<file path="src/rtl/sclk_frac_pkg.sv">
package sclk_frac_pkg;
  typedef struct packed {
    logic lead;
    logic trail;
  } sclk_edge_t;
endpackage

</file>
<file path="src/rtl/sclk_step_sel.sv">
module sclk_step_sel #(
  parameter int FREQ_W  = 14,
  parameter int PHASE_W = 11
) (
  input  logic [FREQ_W-1:0]  freq_word,
  output logic [PHASE_W-1:0] step,
  output logic               step_zero
);
  localparam int HALF = 1 << (PHASE_W - 1);

  generate
    if (FREQ_W >= PHASE_W) begin : g_clamp
      always_comb begin
        if (freq_word > FREQ_W'(HALF)) step = PHASE_W'(HALF);
        else                           step = PHASE_W'(freq_word);
      end
    end else begin : g_pass
      always_comb step = PHASE_W'(freq_word);
    end
  endgenerate

  always_comb step_zero = (step == '0);
endmodule

</file>
<file path="src/rtl/sclk_phase_acc.sv">
module sclk_phase_acc #(
  parameter int PHASE_W = 11
) (
  input  logic               clk,
  input  logic               rst_n,
  input  logic               run,
  input  logic               clear,
  input  logic [PHASE_W-1:0] step,
  output logic               half_nxt
);
  localparam int SUM_W = PHASE_W + 1;

  logic [PHASE_W-1:0] phase_q;
  logic [PHASE_W-1:0] phase_d;
  logic [SUM_W-1:0]   sum;

  always_comb begin
    sum     = {1'b0, phase_q} + {1'b0, step};
    phase_d = phase_q;
    if (clear)    phase_d = '0;
    else if (run) phase_d = sum[PHASE_W-1:0];
    half_nxt = phase_d[PHASE_W-1];
  end

  always_ff @(posedge clk or negedge rst_n) begin
    if (!rst_n) phase_q <= '0;
    else        phase_q <= phase_d;
  end
endmodule

</file>
<file path="src/rtl/sclk_edge_gen.sv">
module sclk_edge_gen
  import sclk_frac_pkg::*;
(
  input  logic       clk,
  input  logic       rst_n,
  input  logic       clear,
  input  logic       half_nxt,
  output logic       half_q,
  output sclk_edge_t edge_q
);
  logic       half_d;
  sclk_edge_t edge_d;

  always_comb begin
    half_d     = clear ? 1'b0 : half_nxt;
    edge_d     = '0;
    if (!clear) begin
      edge_d.lead  = !half_q &&  half_nxt;
      edge_d.trail =  half_q && !half_nxt;
    end
  end

  always_ff @(posedge clk or negedge rst_n) begin
    if (!rst_n) begin
      half_q <= 1'b0;
      edge_q <= '0;
    end else begin
      half_q <= half_d;
      edge_q <= edge_d;
    end
  end
endmodule

</file>
<file path="src/rtl/sclk_rate_flag.sv">
module sclk_rate_flag #(
  parameter int          PHASE_W       = 11,
  parameter int unsigned BASE_HZ       = 400_000_000,
  parameter int unsigned SYNC_LIMIT_HZ = 25_000_000
) (
  input  logic [PHASE_W-1:0] step,
  output logic               fast_rate
);
  localparam logic [63:0] LIMIT_SCALED = 64'(SYNC_LIMIT_HZ) << PHASE_W;

  logic [63:0] rate_scaled;

  always_comb begin
    rate_scaled = 64'(step) * 64'(BASE_HZ);
    fast_rate   = rate_scaled > LIMIT_SCALED;
  end
endmodule

</file>
<file path="src/rtl/sclk_frac_gen.sv">
module sclk_frac_gen
  import sclk_frac_pkg::*;
#(
  parameter int          FREQ_W        = 14,
  parameter int          PHASE_W       = 11,
  parameter int unsigned BASE_HZ       = 400_000_000,
  parameter int unsigned SYNC_LIMIT_HZ = 25_000_000
) (
  input  logic              clk,
  input  logic              rst_n,
  input  logic              gate_en,
  input  logic              cpol,
  input  logic              restart_en,
  input  logic              xfer_start,
  input  logic [FREQ_W-1:0] freq_word,
  output logic              sclk,
  output logic              lead_stb,
  output logic              trail_stb,
  output logic              fast_rate
);
  logic [1:0]         rst_sync_q;
  logic               core_rst_n;
  logic [PHASE_W-1:0] step;
  logic               step_zero;
  logic               run;
  logic               clear;
  logic               half_nxt;
  logic               half_q;
  sclk_edge_t         edge_q;

  always_ff @(posedge clk or negedge rst_n) begin
    if (!rst_n) rst_sync_q <= 2'b00;
    else        rst_sync_q <= {rst_sync_q[0], 1'b1};
  end
  assign core_rst_n = rst_sync_q[1];

  sclk_step_sel #(.FREQ_W(FREQ_W), .PHASE_W(PHASE_W)) u_step (
    .freq_word (freq_word),
    .step      (step),
    .step_zero (step_zero)
  );

  always_comb begin
    run   = gate_en && !step_zero;
    clear = !run || (restart_en && xfer_start);
  end

  sclk_phase_acc #(.PHASE_W(PHASE_W)) u_acc (
    .clk      (clk),
    .rst_n    (core_rst_n),
    .run      (run),
    .clear    (clear),
    .step     (step),
    .half_nxt (half_nxt)
  );

  sclk_edge_gen u_edge (
    .clk      (clk),
    .rst_n    (core_rst_n),
    .clear    (clear),
    .half_nxt (half_nxt),
    .half_q   (half_q),
    .edge_q   (edge_q)
  );

  sclk_rate_flag #(
    .PHASE_W(PHASE_W), .BASE_HZ(BASE_HZ), .SYNC_LIMIT_HZ(SYNC_LIMIT_HZ)
  ) u_flag (
    .step      (step),
    .fast_rate (fast_rate)
  );

  assign sclk      = cpol ^ half_q;
  assign lead_stb  = edge_q.lead;
  assign trail_stb = edge_q.trail;
endmodule

</file>
<file path="config.mk">
export PLATFORM = sky130hd
export DESIGN_NAME = sclk_frac_gen
export DESIGN_NICKNAME = d
export VERILOG_FILES = /design/src/rtl/sclk_frac_pkg.sv /design/src/rtl/sclk_step_sel.sv /design/src/rtl/sclk_phase_acc.sv /design/src/rtl/sclk_edge_gen.sv /design/src/rtl/sclk_rate_flag.sv /design/src/rtl/sclk_frac_gen.sv
export SDC_FILE = /design/constraint.sdc
export NUM_CORES = 1
export LEC_CHECK = 0
export ABC_AREA = 0
export BUFFER_PORTS_ARGS = -buffer_cell sky130_fd_sc_hd__buf_2
export CAP_MARGIN = 25
export CORE_ASPECT_RATIO = 1.5
export CORE_MARGIN = 4
export CORE_UTILIZATION = 55
export DETAILED_ROUTE_END_ITERATION = 16
export PLACE_DENSITY = 0.73
export SYNTH_ARGS = -nofsm -noshare
export SYNTH_HDL_FRONTEND = slang
export SYNTH_HIERARCHICAL = 1
export SYNTH_SLANG_ARGS = --single-unit
</file>
<file path="constraint.sdc">
create_clock -name clk -period 24 [get_ports clk]
set_clock_uncertainty 0.2 [all_clocks]
set_input_delay 4.8 -clock clk [delete_from_list [all_inputs] [get_ports clk]]
set_output_delay 4.8 -clock clk [all_outputs]
set_load 0.05 [all_outputs]
</file>
After elaboration in Yosys (flattened, before gate mapping) --
Index checks and enable logic that the tools add are counted.
Storage, ports and cells: input bits 20, bits in registers 16
Operators by class: add/subtract/negate cells 1, $lt $le $gt $ge 2, multipliers 1, bitwise gates (word level) 1, reductions and logical operators 11, multiplexer cells 5
Operator list (count):
- $gt 40x36->1 const B | 1
- $mux 11 | 3
- $mul 11x19->30 const B | 1
- $gt 14x11->1 const B | 1
- $add 11x11->11 | 1
- $logic_not 11->1 | 1
- $logic_and 1x1->1 | 4
- $logic_not 1->1 | 4
- $mux 2 | 1
- $reduce_bool 2->1 | 1
- $logic_or 1x1->1 | 1
- $mux 1 | 1
- $xor 1x1->1 | 1

Logic depth before layout (Yosys ltp) --
depth after elaboration 11, mapped depth 22, mapped depth without buffers 20

By module --
The synthesis kept the hierarchy.
By module, submodules not included:
- sclk_rate_flag | area each 3902.5 µm², cells an instance 444, instances 1
- sclk_phase_acc | area each 1027.2 µm², cells an instance 113, instances 1
- sclk_step_sel | area each 111.4 µm², cells an instance 17, instances 1
- sclk_edge_gen | area each 106.4 µm², cells an instance 6, instances 1
- sclk_frac_gen | area each 86.3 µm², cells an instance 7, instances 1

Least setup slack after synthesis --
No wires, ideal clock.
kind input -> output, from input port freq_word[13], to output port fast_rate, stages on the path 22, path slack 8.111 ns, required time 19.000 ns, buffers on the path 2, arrival 10.889 ns, cells stage by stage nor4_2 > buf_4 > and2_1 > fa_1 > inv_1 > fa_1 > inv_1 > fa_1 > fa_1 > inv_1 > fa_1 > inv_1 > ha_1 > buf_6 > a21oi_2 > a21boi_2 > a31oi_4 > o41ai_4 > nor2_2 > or4_4 > nor4_2 > o2111ai_1
On the way: cells in the longest elaborated chain, start to end 4
Ends and longest elaborated chain:
- start, declared | RTL line sclk_frac_gen.sv:15 | input logic [FREQ_W-1:0] freq_word,
- $gt 14x11->1 | RTL line sclk_step_sel.sv:14 | if (freq_word > FREQ_W'(HALF)) step = PHASE_W'(HALF);
- $mux 11 | RTL line sclk_step_sel.sv:14
- net step[9] | RTL line sclk_frac_gen.sv:23 | logic [PHASE_W-1:0] step;
- $mul 11x19->30 | RTL line sclk_rate_flag.sv:14 | rate_scaled = 64'(step) * 64'(BASE_HZ);
- $gt 40x36->1 | RTL line sclk_rate_flag.sv:15 | fast_rate = rate_scaled > LIMIT_SCALED;
- end, declared | RTL line sclk_frac_gen.sv:19 | output logic fast_rate
The timed path passes the listed nets, and every way through them passes these cells.

Worst setup path in the final report --
Ends and elaborated chain as after synthesis.

==> results.yml <==
sta:
  hold_violations: 0
  final.setup.tns_ns: 0
  min_period_ns: 16.60
  unrepaired_setup_endpoints_after_global_routing: "no"
  final.period_utilization: 0.692
  worst-slew-pin-transition_ns: 0.746
  setup_viol_count_final: 0
  drv_slew: 0
  achievable-frequency_mhz: 60.3
  max_slew_margin: 0.498
power_and_ir_drop:
  power_report.internal_total_w: 0.0000895
  total_switching_power_w: 0.0000694
  share_clk_of_total_power: 0.223
  leakage_nw: 2.95
  power_switching_share: 0.437
  sequentialPowerShare: 0.180
  vdd_ir_drop_max_mv: 0.0559
  power.combinational.fraction: 0.597
  power_density_nw_per_um2: 28.9
die:
  floorplan.rows: 43
  top_level_ports: 24
  starting_density_of_the_core: 0.566
  core_region_area_sq_um: 9250
  floorplan.die_area_sq_um: 11200
  dieHeight_um: 127
  die_x_um: 87.7
synth:
  yosys.area.top_type: "fa_1"
  synth-seq-area-share: 0.0765
  synth_top_cells_by_area: "fa_1 26%, ha_1 21%, inv_1 9.5%"
  yosys_synthesis_warning_count: 6
  post_synth_inst_count: 587
  yosys.area.top_type_share: 0.260
  syn-num-nets: 762
  syn_area_sq_um: 5230
  synthFlopType: "dfrtp_1"
  synth-edff-count: 0
  synth_seq_cells: 16
  async_reset_ff_frac: 1.00
  synth.distinct_cells: 74
  syn-mean-instance-area_sq_um: 8.92
placed_design:
  dpl_cell_area_sq_um: 5410
  buffer_ports.inserted: 23
  post_dp_hpwl_um: 10400
  gp_congestion: 0.898
detailed_routing:
  drt.antenna.violating_nets: 0
  dr.first_iter.drc_count: 137
  post_drt_wl_per_cell_um: 16.5
  firstDrtPassIters: 4
  avgViaCountPerCell: 5.77
  finalWirelength_um: 11700
  num_vias: 4112
  post-route-drc-count: 0
global_routing:
  grt_first_pass_wirelength_um: 20200
  maximum_number_of_pins_on_one_net_before_global_route_repair: 25
  global_route.usage.total: 0.225
  grt_antenna_before_repair: 0
  grt_remaining_overflow: 0
  number_of_global_route_vias_before_repair: 4552
finish:
  syn2layout_area_growth_pct: 5.02
  finish.net_count: 777
  drive_gt1_frac: 0.0815
  design_area_sq_um: 5500
  antenna_cells_inserted: 0
clock_tree:
  cts_max_level: 1
  clock_tree_buf_depth: 2
  setup_buffers_after_cts: 0
  tritoncts_num_sinks: 16
  cts_made_buffers: 3
  cts_root_buffer: "clkbuf_16"
  cts_resized: 0
  tritoncts: "yes"
  clock_latency_ns: 0.25
  clk_transition_reported_paths_ns: 0.05
  cts.hold.buffers_added: 0
setup_path:
  worst_ep_required_time_ns: 19.00
  worstReg2RegEnd: "u_edge/edge_q[1]$_DFF_PN0_"
  timing.rr.start: "u_acc/phase_q[0]$_DFFE_PN0P_"
  timing.reg2reg.setup_slack_ns: 21.24
  arrival_ns: 11.60
  cp-start-kind: "input pin"
  path_max_fanout: 12
  depth_of_the_worst_register_to_register_path: 8
  endpoint_type_of_the_worst_setup_path: "output port"
  criticalPathCategory: "input pin to output port"
min_path:
  min_path_type: "flip-flop to asynchronous set/reset pin"
flow_run:
  timing.max_cap.violations: 0
run_status:
  run_status: "completed"
[registers in the layout (all words and copies together), names as in the netlist]
signal,cells
u_edge/half_q,1
u_edge/edge_q,2
rst_sync_q,2
u_acc/phase_q,11
[cells in the mapped netlist, types with 2 or more instances]
master,instances
nor3_1,5
mux2i_1,5
nand4_1,6
inv_1,133
o21ai_1,4
and3_1,5
nor2_1,22
o21a_1,2
a41oi_1,5
clkbuf_1,4
dfrtp_1,16
nor4b_2,2
ha_1,87
nor4_2,2
nor2b_1,2
buf_2,5
and4_1,2
xor2_1,8
nor3b_1,3
nand2_1,34
a211oi_1,8
xnor2_1,6
a22oi_1,2
a21o_1,11
o21ai_0,18
and2_1,13
nor3b_2,2
nand3_1,7
a21oi_1,32
buf_6,3
o211ai_1,7
nand3b_1,3
o21bai_1,3
a21boi_0,4
nor4_1,6
a31oi_1,2
fa_1,68
a32oi_1,2
o2111ai_1,3
[critical path: stages]
cell and delay, ns:
buf_2 0.11, nor4_2 0.68, inv_1 0.40, fa_1 0.58, inv_1 0.12, fa_1 0.56, inv_1 0.08, fa_1 0.50
fa_1 0.55, inv_1 0.05, fa_1 0.52, inv_1 0.04, ha_1 0.40, a21oi_2 0.22, a21boi_2 0.24, a31oi_4 0.13
o41ai_4 0.40, o21ai_1 0.16, xnor2_1 0.16, or4_1 0.48, o2111ai_1 0.11, buf_2 0.29
[layout make-up]
cell class,instances,area (sq um)
clock buffer,4,88.8
fill,808,3760
inverter,133,499
multi-input combinational,425,4250
sequential,16,400
tap,112,140
timing repair buffer,23,115
[how the worst max path moves through the flow]
stage / from / to / slack [ns]
finish: freq_word[13] / fast_rate / 7.40
global route: freq_word[13] / fast_rate / 6.97
CTS: freq_word[13] / fast_rate / 7.40
detailed placement: freq_word[13] / fast_rate / 7.42
global placement: freq_word[13] / fast_rate / 7.60
floorplan: freq_word[13] / fast_rate / 8.11
[metal layers]
layer / vias to the layer above / global-route usage / wire length (um)
met1: 1967 / 0.242 / 4370
met5: - / 0 / 0
met3: 40 / 0.0155 / 245
met4: 0 / 0.117 / 584
met2: 97 / 0.424 / 6540
li1: 2008 / - / -
[power by group through the flow]
| stage | registers [W] | clock network (W) | logic [W] |
|---|---|---|---|
| 6_report | 0.0000286 | 0.0000354 | 0.0000949 |
| 3_5_place_dp | 0.0000291 | 0 | 0.0000942 |
| 2_1_floorplan | 0.0000292 | 0 | 0.0000745 |
| 5_1_grt | 0.0000288 | 0.0000376 | 0.000109 |
| 3_3_place_gp | 0.0000290 | 0 | 0.0000926 |
| 4_1_cts | 0.0000286 | 0.0000365 | 0.0000949 |
[kinds of logic (layout without fill, tap and decap cells)]
logic type | count (synthesis) | count (layout) | synth area share
AOI/OAI and AO/OA | 121 | 121 | 0.167
xor gates and xnor gates | 14 | 14 | 0.0234
adders and majority gates | 155 | 155 | 0.468
buffers and inverters | 146 | 160 | 0.111
DFF | 16 | 16 | 0.0765
muxes | 6 | 6 | 0.0117
other | 1 | 1 | 0.000717
and+or+nand+nor | 128 | 128 | 0.142
[layout by cell type, fill, tap and decap left out, drive strengths merged, types with 6 or more instances in the layout]
cell    instances
nand4           6
and2           13
o211ai          7
inv           133
ha             87
xnor2           6
nand2          35
nor4            8
nand3           7
xor2            8
nor2           23
fa             68
buf            23
a21o           11
o21ai          23
a41oi           6
dfrtp          16
a21oi          33
a211oi          9
[per-stage QoR]
| step | utilization | setup slack [ns] | instances | total power (W) | hold WS [ns] |
|---|---|---|---|---|---|
| after floorplan | - | 8.11 | 587 | 0.000104 | -0.0265 |
| after global placement | 0.584 | 7.60 | 709 | 0.000122 | 0.0437 |
| after detailed placement | 0.584 | 7.42 | 709 | 0.000123 | 0.0492 |
| after CTS | 0.594 | 7.40 | 713 | 0.000160 | 0.0537 |
| after global routing | 0.594 | 6.97 | 713 | 0.000175 | 0.0714 |
| final | 0.594 | 7.40 | 713 | 0.000159 | 0.0380 |
Power figures use the tool's default switching activity.
